===== src/rtl/prio_irq_pkg.sv =====
package prio_irq_pkg;
  localparam int LVL_W = 2;
  localparam int NLVL  = 1 << LVL_W;
  typedef logic [LVL_W-1:0] lvl_t;
endpackage


===== src/rtl/irq_level_scan.sv =====
// Finds the highest level among eligible sources and the lowest index at it.
module irq_level_scan
  import prio_irq_pkg::*;
#(
  parameter int NSRC = 16,
  localparam int IDW = (NSRC > 1) ? $clog2(NSRC) : 1
) (
  input  logic [NSRC-1:0] elig,
  input  lvl_t            src_lvl [NSRC],
  output logic            any_elig,
  output logic [IDW-1:0]  win_idx,
  output lvl_t            win_lvl
);
  logic [NSRC-1:0] lvl_hit [NLVL];
  logic [NLVL-1:0] lvl_any;
  logic [NSRC-1:0] sel;

  for (genvar gl = 0; gl < NLVL; gl++) begin : g_lvl
    for (genvar gi = 0; gi < NSRC; gi++) begin : g_src
      assign lvl_hit[gl][gi] = elig[gi] && (src_lvl[gi] == lvl_t'(gl));
    end
    assign lvl_any[gl] = |lvl_hit[gl];
  end

  // Ascending scan: the highest populated level is the last one kept.
  always_comb begin
    win_lvl = '0;
    sel     = lvl_hit[0];
    for (int l = 0; l < NLVL; l++) begin
      if (lvl_any[l]) begin
        win_lvl = lvl_t'(l);
        sel     = lvl_hit[l];
      end
    end
  end

  // Descending scan: the lowest index is the last one kept.
  always_comb begin
    win_idx = '0;
    for (int i = NSRC - 1; i >= 0; i--) begin
      if (sel[i]) win_idx = IDW'(i);
    end
  end

  assign any_elig = |elig;
endmodule


===== src/rtl/irq_svc_stack.sv =====
// Stack of in-service levels; a pop beats a push in the same cycle.
module irq_svc_stack
  import prio_irq_pkg::*;
#(
  parameter int DEPTH = 4,
  localparam int DW = $clog2(DEPTH + 1)
) (
  input  logic          clk,
  input  logic          rst_n,
  input  logic          push,
  input  logic          pop,
  input  lvl_t          push_lvl,
  output logic [DW-1:0] depth,
  output lvl_t          top_lvl
);
  lvl_t          ent_q [DEPTH];
  logic [DW-1:0] cnt_q;
  logic          do_pop;
  logic          do_push;

  assign do_pop  = pop && (cnt_q != '0);
  assign do_push = push && !pop && (cnt_q != DW'(DEPTH));

  always_ff @(posedge clk) begin
    if (!rst_n)       cnt_q <= '0;
    else if (do_pop)  cnt_q <= cnt_q - 1'b1;
    else if (do_push) cnt_q <= cnt_q + 1'b1;
  end

  for (genvar ge = 0; ge < DEPTH; ge++) begin : g_ent
    always_ff @(posedge clk) begin
      if (!rst_n)                              ent_q[ge] <= '0;
      else if (do_push && cnt_q == DW'(ge))    ent_q[ge] <= push_lvl;
    end
  end

  always_comb begin
    top_lvl = '0;
    for (int e = 0; e < DEPTH; e++) begin
      if (cnt_q == DW'(e + 1)) top_lvl = ent_q[e];
    end
  end

  assign depth = cnt_q;
endmodule


===== src/rtl/prio_irq_ctrl.sv =====
module prio_irq_ctrl
  import prio_irq_pkg::*;
#(
  parameter int NSRC = 16,
  localparam int IDW = (NSRC > 1) ? $clog2(NSRC) : 1,
  localparam int SVC_DEPTH = NLVL,
  localparam int DW = $clog2(SVC_DEPTH + 1)
) (
  input  logic            clk,
  input  logic            rst_n,
  input  logic [NSRC-1:0] src_pend,
  input  logic [NSRC-1:0] src_en,
  input  logic            glb_en,
  input  logic [NSRC-1:0] prio_lo,
  input  logic [NSRC-1:0] prio_hi,
  input  logic            irq_ack,
  input  logic            irq_ret,
  output logic            irq_req,
  output logic [IDW-1:0]  irq_vec,
  output logic [1:0]      irq_lvl,
  output logic [DW-1:0]   svc_depth,
  output logic [1:0]      svc_lvl
);
  lvl_t            src_lvl [NSRC];
  logic [NSRC-1:0] elig;
  logic            any_elig;
  logic [IDW-1:0]  win_idx;
  lvl_t            win_lvl;
  logic [DW-1:0]   depth;
  lvl_t            top_lvl;
  logic            may_preempt;
  logic            grant;

  // Level bit 1 from the high word, bit 0 from the low word.
  for (genvar gi = 0; gi < NSRC; gi++) begin : g_lvl
    assign src_lvl[gi] = {prio_hi[gi], prio_lo[gi]};
  end

  assign elig = src_pend & src_en & {NSRC{glb_en}};

  irq_level_scan #(.NSRC(NSRC)) u_scan (
    .elig     (elig),
    .src_lvl  (src_lvl),
    .any_elig (any_elig),
    .win_idx  (win_idx),
    .win_lvl  (win_lvl)
  );

  assign may_preempt = (depth == '0) || (win_lvl > top_lvl);
  assign irq_req     = any_elig && may_preempt;
  assign grant       = irq_ack && irq_req;

  irq_svc_stack #(.DEPTH(SVC_DEPTH)) u_stack (
    .clk      (clk),
    .rst_n    (rst_n),
    .push     (grant),
    .pop      (irq_ret),
    .push_lvl (win_lvl),
    .depth    (depth),
    .top_lvl  (top_lvl)
  );

  assign irq_vec   = win_idx;
  assign irq_lvl   = win_lvl;
  assign svc_depth = depth;
  assign svc_lvl   = top_lvl;
endmodule


===== config.mk =====
export PLATFORM = sky130hd
export DESIGN_NAME = prio_irq_ctrl
export DESIGN_NICKNAME = d
export VERILOG_FILES = /design/src/rtl/prio_irq_pkg.sv /design/src/rtl/irq_level_scan.sv /design/src/rtl/irq_svc_stack.sv /design/src/rtl/prio_irq_ctrl.sv
export SDC_FILE = /design/constraint.sdc
export NUM_CORES = 1
export LEC_CHECK = 0
export BUFFER_PORTS_ARGS = -buffer_cell sky130_fd_sc_hd__buf_2
export CORE_AREA = 2 2 88 90
export DETAILED_ROUTE_END_ITERATION = 8
export DIE_AREA = 0 0 90 92
export HOLD_SLACK_MARGIN = 0.03
export PLACE_DENSITY = 0.59
export SYNTH_ARGS = -nofsm -noshare
export SYNTH_HDL_FRONTEND = slang
export SYNTH_HIERARCHICAL = 1
export SYNTH_SLANG_ARGS = --single-unit

===== constraint.sdc =====
create_clock -name clk -period 7.63 [get_ports clk]
set_input_delay 1.526 -clock clk [delete_from_list [all_inputs] [get_ports clk]]
set_output_delay 1.526 -clock clk [all_outputs]
set_load 0.005 [all_outputs]

# --- After elaboration in Yosys (flattened, before gate mapping) ---
# Memories as Yosys holds them, arrays and structs flattened.
# Index checks and enable logic that the tools add are counted.
totals:
  regBits: 3
  out_inout_bits: 12
  memories: 1
  input_bits: 69
  ramBits: 8
op_classes:
  n_mux: 45
  n_lt_le_gt_ge: 1
  bitwise_logic: 6
  n_eq_ne: 53
  n_addsub: 2
  n_reduce_logical: 98
memory_table:
  columns: ["memory", "words", "width", "read_ports", "rd_ports_with_merged_regs", "write_ports", "line", "rtl"]
  rows:
  - ["u_stack.ent_q", 4, 2, 4, 0, 4, "irq_svc_stack.sv:16", "lvl_t ent_q [DEPTH];"]
ops:
  columns: ["operator", "count"]
  rows:
  - ["logical AND 1 bit", 73]
  - ["equality test 2 bit, second input constant", 32]
  - ["2-to-1 mux 4 bit", 16]
  - ["OR reduction 16 bit", 4]
  - ["2-to-1 mux 16 bit", 3]
  - ["AND 16 bit", 2]
  - ["equality test 2 x 1 -> 1 bit, second input constant", 16]
  - ["zero test 2 bit", 16]
  - ["2-to-1 mux 2 bit", 10]
  - ["2-to-1 mux 1 bit", 14]
  - ["equality test 3 x 2 -> 1 bit, second input constant", 2]
  - ["2-to-1 mux 3 bit", 2]
  - ["bitwise OR 1 bit", 4]
  - ["adder 3 x 1 -> 3 bit, second input constant", 1]
  - ["equality test 3 x 1 -> 1 bit, second input constant", 1]
  - ["equality test 3 bit, second input constant", 1]
  - ["zero test 3 bit", 1]
  - ["inequality test 3 bit, second input constant", 1]
  - ["nonzero test 3 bit", 1]
  - ["subtractor 3 x 1 -> 3 bit, second input constant", 1]
  - ["greater-than comparator 2 bit", 1]
  - ["nonzero test 2 bit", 1]
  - ["zero test 1 bit", 1]
  - ["logical OR 1 bit", 1]

# --- Logic depth before layout (Yosys ltp) ---
logic_depth:
  ltp_word: 23
  mapped_depth: 15

# --- Modules after synthesis ---
# The synthesis kept the hierarchy.
by_module_without_submodules:
  columns: ["mod", "instances", "area_each_um2", "seq_area_each_um2", "cells_each"]
  rows:
  - ["irq_level_scan", 1, 1318.8, 0.0, 192]
  - ["irq_svc_stack", 1, 689.4, 300.3, 73]
  - ["prio_irq_ctrl", 1, 180.2, 0.0, 28]

# --- Worst setup path after synthesis ---
# Ideal clock, no wire load.
synth_timing:
  kind: "in2out"
  start: "in glb_en"
  end: "out irq_vec[0]"
  required_time_ps: 6104
  setup_slack_ps: 2291
  stages: 12
  arrival_time_ps: 3813
  path_buffers: 2
  path_cell_list: "buf_2 -> and3_1 -> nand3_1 -> nand4_2 -> nor4_4 -> buf_4 -> a21oi_2 -> a2111oi_4 -> o221ai_2 -> a2111oi_2 -> nor3_1 -> o31ai_2"
synth_between:
  elab_chain_len: 22
  elab_cells_between_ends: 87
  cone_classes: "mux: 19; bitwise: 1; reduce/logical: 67"
synth_rtl:
  columns: ["item", "line", "rtl"]
  rows:
  - ["start, declared", "prio_irq_ctrl.sv:13", "input logic glb_en,"]
  - ["AND 16 bit *", "prio_irq_ctrl.sv:39", "assign elig = src_pend & src_en & {NSRC{glb_en}};"]
  - ["named net elig[5]", "prio_irq_ctrl.sv:25", "logic [NSRC-1:0] elig;"]
  - ["logical AND 1 bit", "irq_level_scan.sv:20", "assign lvl_hit[gl][gi] = elig[gi] && (src_lvl[gi] == lvl_t'(gl));"]
  - ["OR reduction 16 bit", "irq_level_scan.sv:22", "assign lvl_any[gl] = |lvl_hit[gl];"]
  - ["2-to-1 mux 16 bit (2 in a row)", "irq_level_scan.sv:30", "if (lvl_any[l]) begin"]
  - ["2-to-1 mux 16 bit *", "irq_level_scan.sv:30", null]
  - ["2-to-1 mux 4 bit (15 in a row)", "irq_level_scan.sv:41", "if (sel[i]) win_idx = IDW'(i);"]
  - ["2-to-1 mux 4 bit *", "irq_level_scan.sv:41", null]
  - ["end, declared", "prio_irq_ctrl.sv:19", "output logic [IDW-1:0] irq_vec,"]
# Mark *: on every way through the listed nets, which the timed path passes. The rest lies on a longest branch.

# --- Worst setup path after layout ---
layout_timing:
  start: "in glb_en"
  end: "out irq_vec[3]"
# Same word-level chain as after synthesis.

==> results <==
- The flow ran to the end, and the final reports show no timing, DRC or antenna violations.
- The pin slew with the least headroom to its limit is ~0.66 ns.
- 0 antenna diodes ended up in the layout.
- The total leakage power is 1.13 nW.
- Timing analysis after detailed placement gives a worst setup slack of between 1.5 and 2 ns.
- The worst setup path is launched from a primary input.
- The worst setup path is of the in2out kind.
- For this configuration, the core starts out at a cell density of 0.294.
- The worst slew margin relative to its limit is 0.560.
- The count of state elements after synthesis is 11.
- The number of global-route vias before repair was between 2k and 3k.
- The routed length on met2 is around 4000 um.
- In this run the cell area of the synthesized design comes to roughly 0.0022 mm^2.
- The proportion of netlist area held by the largest area contributor is 0.110.
- The highest metal layer carrying signal wires in the routed design is met4.
- The post-detailed-route count of antenna-violating nets is 0.
- The longest clock path from root to sink contains 2 buffers.
- The origin of the worst min-delay path is u_stack/depth[0]$_SDFFE_PN0P_.
- For this run, design rule violations remaining after detail routing come to 0.
- The floorplan step defined a core boundary enclosing about 0.0074 mm^2.
- The setup-violating endpoint count in the final report is 0.
- The floorplan step defined a die boundary enclosing between 0.008 and 0.009 mm^2.
- Measured on the finished design, the core utilization comes to 0.366.
- The buffers inserted during post-CTS setup optimization is 0.
- The worst register-to-register path ends at u_stack/ent_q[0][1]$_SDFFCE_PN0P_.
- The placed standard-cell area is 0.00268 mm^2.
- The most numerous cell in the Yosys netlist is nand2_1.
- The routed length on met3 is 502 um.
- The wire-length estimate of the detail-placed layout is 6350 um.
- The pre-antenna-repair detailed-routing pass consisted of 4 iterations.
- Of all cell types, the one taking the most synthesized area is edfxtp_1.
- In this run the worst path has a maximum fanout of 16.
- The via count of the routed design is 2634.
- The worst hold path class is reg2reg.
- Summed over all failing endpoints, the final setup total negative slack is 0 ns.
- For this design, the CTS-stage hold fixing added 0 buffers.
- The floorplan step set the die height to 92 um.
- CTS built an H-tree with a depth of 1.
- Setup repair after global routing left no endpoint under its margin.
- Entering global routing, the biggest net connects 17 pins.
- The count of final hold-check violations is 0.
- The critical register-to-register path startpoint is u_stack/depth[2]$_SDFFE_PN0P_.
- For this run, the total global-route usage over all layers was measured as 0.185.
- The clock latency on the worst-skew pair is around 0.24 ns.
- The number of ports placed on the die boundary is 81.
- The detailed router finished its first iteration with approximately 110 violations.
- The count of input and output buffers is 80.
- The signed area change from the synthesized netlist to the final layout is 24.7%.
- The final total power is 0.474 mW.
- At the end of routability-driven placement, the weighted congestion stood at approximately 0.9.
- The max-slew violation total from the final report is 0.
- Measured along the x axis, the die boundary spans 90 um.
- After detailed routing, the wire length on met1 is 3020 um.
- The count of distinct cell types in the synthesized netlist is 70.
- The worst register-to-register path has a depth of 12.
- The total of max-cap violations is 0.
- The sequential fraction of the synthesis area is 0.137.
- TritonCTS created 3 clock buffers.
- Setup slack closes at 1.45 ns.
- The tree built by TritonCTS fans out to 11 sinks.
- Yosys mapped a number of flops with a built-in enable equal to 8.
- Tracing the worst setup path back leads to its startpoint at glb_en.
- A synthesized cell averages about 7.5 um^2.
- Derived from the worst setup path, the maximum achievable clock frequency is 162 MHz.
- The worst min-delay path endpoint is u_stack/depth[0]$_SDFFE_PN0P_.
- In the synthesized netlist, the cells that appear most often are nand2_1 (26), nand3_1 (20), and3_1 (19), nand3b_1 (19).
- After clock tree synthesis, the clock-pin slew on the worst setup and hold paths is approximately 0.05 ns.
- After global routing the overflow that remains totals 0.
- The number of antenna violations at the first check in global routing is 1.
- The shortest period the worst path allows is slightly above 6 ns.
- The placement row count is 32.
- The instance count along the most critical hold path is 2.
- After filler insertion, the fill cell instance count of the layout stands at between 800 and 900.
- STA puts the critical path data required time at around 6.1 ns.
- The number of nets in the synthesized netlist is 370.
- For this run, asynchronously set or reset flops after synthesis account for 0.
- Synthesis handed over a netlist of 293 instances.
- With fillers left out, the area of the finished cells amounts to around 0.0027 mm^2.
- The number of nets in the layout is 449.
- Dividing the final minimum period by the clock period gives 0.809.
- Sorting the synthesized cells by area gives the leading types as edfxtp_1 (11%), nand3b_1 (6.5%), and3_1 (5.4%).
- The cell sitting at the root of the clock tree is a clkbuf_8.
- The count of yosys warnings during synthesis is 6.
- After detailed routing, the number of vias per cell comes to 5.57.
- The critical path arrival is 4.65 ns.
- In this run, post-CTS repair resized a total of 0 instances.
- The fraction of final layout cells with drive strength greater than 1 is 0.283.
- The first-pass GRT wire length is ~13000 um.
- The most used flip-flop cell after synthesis is edfxtp_1.
- The post-detailed-routing wire length is a little under 8000 um.
- The clock tree from TritonCTS is built.
- The minimum setup slack among reg-to-reg paths is around 4.5 ns.
- Dividing total power by cell area gives a power density of around 170 mW/mm^2.
- The routed wirelength normalized by instance count is 16.3 um.
- The capturing element type of the critical path is an output port.
- Across the VDD grid, the largest voltage drop is ~0.000062 V.
- The clock skew is between 0.001 and 0.0015 ns.
==> where the power goes <==
part	internal (mW)	switching [mW]	total [mW]
combinational	0.138	0.182	0.321
clock	0.0359	0.0220	0.0579
sequential	0.0780	0.0174	0.0955
==> final cells by class <==
cell class | instances | area [um^2] | area share
inverter | 11 | 41.3 | 0.0151
multi-input combinational | 264 | 1810 | 0.662
timing repair buffer | 81 | 408 | 0.149
sequential | 11 | 300 | 0.110
clock buffer | 3 | 41.3 | 0.0151
clock inverter | 1 | 5.00 | 0.00183
tap | 102 | 128 | 0.0468
==> placed cells by master, fill, tap and decap left out, drive strengths merged, types with 3 or more instances in the layout <==
cell type	n
a2111oi	3
a211oi	3
a21oi	14
a22o	3
a31o	4
a31oi	5
and2	4
and3	19
buf	81
clkbuf	3
dfxtp	3
edfxtp	8
ha	8
inv	11
nand2	26
nand2b	8
nand3	20
nand3b	19
nand4	6
nor2	17
nor2b	12
nor3	5
nor3b	3
nor4	7
o2111ai	4
o21ai	26
o31ai	3
xnor2	5
xor2	6
==> registers in the layout, indices dropped and copies added (netlist names) <==
name,cells
u_stack/depth,3
u_stack/ent_q,8
==> critical path, stage by stage <==
cell and delay [ns]:
buf_2 0.18, and3_1 0.28, nand3_1 0.14, nand4_2 0.13
nor4_4 0.54, and2_1 0.57, inv_1 0.25, o21ai_1 0.35
a22oi_1 0.20, and2b_1 0.22, nor3b_2 0.14, buf_2 0.12
==> worst max-delay path by stage <==
stage                  to  slack (ns)  cells past startpoint
2_1_floorplan  irq_vec[0]        2.29                     12
3_3_place_gp   irq_vec[3]        1.52                     12
3_5_place_dp   irq_vec[3]        1.51                     12
4_1_cts        irq_vec[3]        1.49                     12
5_1_grt        irq_vec[2]        1.19                     12
6_report       irq_vec[3]        1.45                     12
==> layer usage <==
metal  vias to the layer above  GRT usage
li1                       1287          -
met1                      1229      0.201
met2                       103      0.365
met3                        15     0.0312
met4                         0     0.0577
met5                         -          0
==> logic make-up (layout without fill, tap and decap cells) <==
| family | after synthesis | count (layout) | share of synthesized area |
|---|---|---|---|
| multiplexers | 1 | 1 | 0.00457 |
| adder cells (fa/ha/maj) | 8 | 8 | 0.0457 |
| XOR/XNOR | 11 | 11 | 0.0440 |
| buffers and inverters | 18 | 96 | 0.0377 |
| flip-flops | 11 | 11 | 0.137 |
| AND/OR/NAND/NOR | 155 | 155 | 0.433 |
| AO/OA/AOI/OAI | 89 | 89 | 0.298 |
==> through the flow <==
stage,hold slack (ns),instances
global route,0.607,473
finish,0.553,473
CTS,0.557,473
global placement,0.539,469
floorplan,0.508,293
detailed placement,0.552,469
Note: power is estimated with default switching activity, not from simulation.
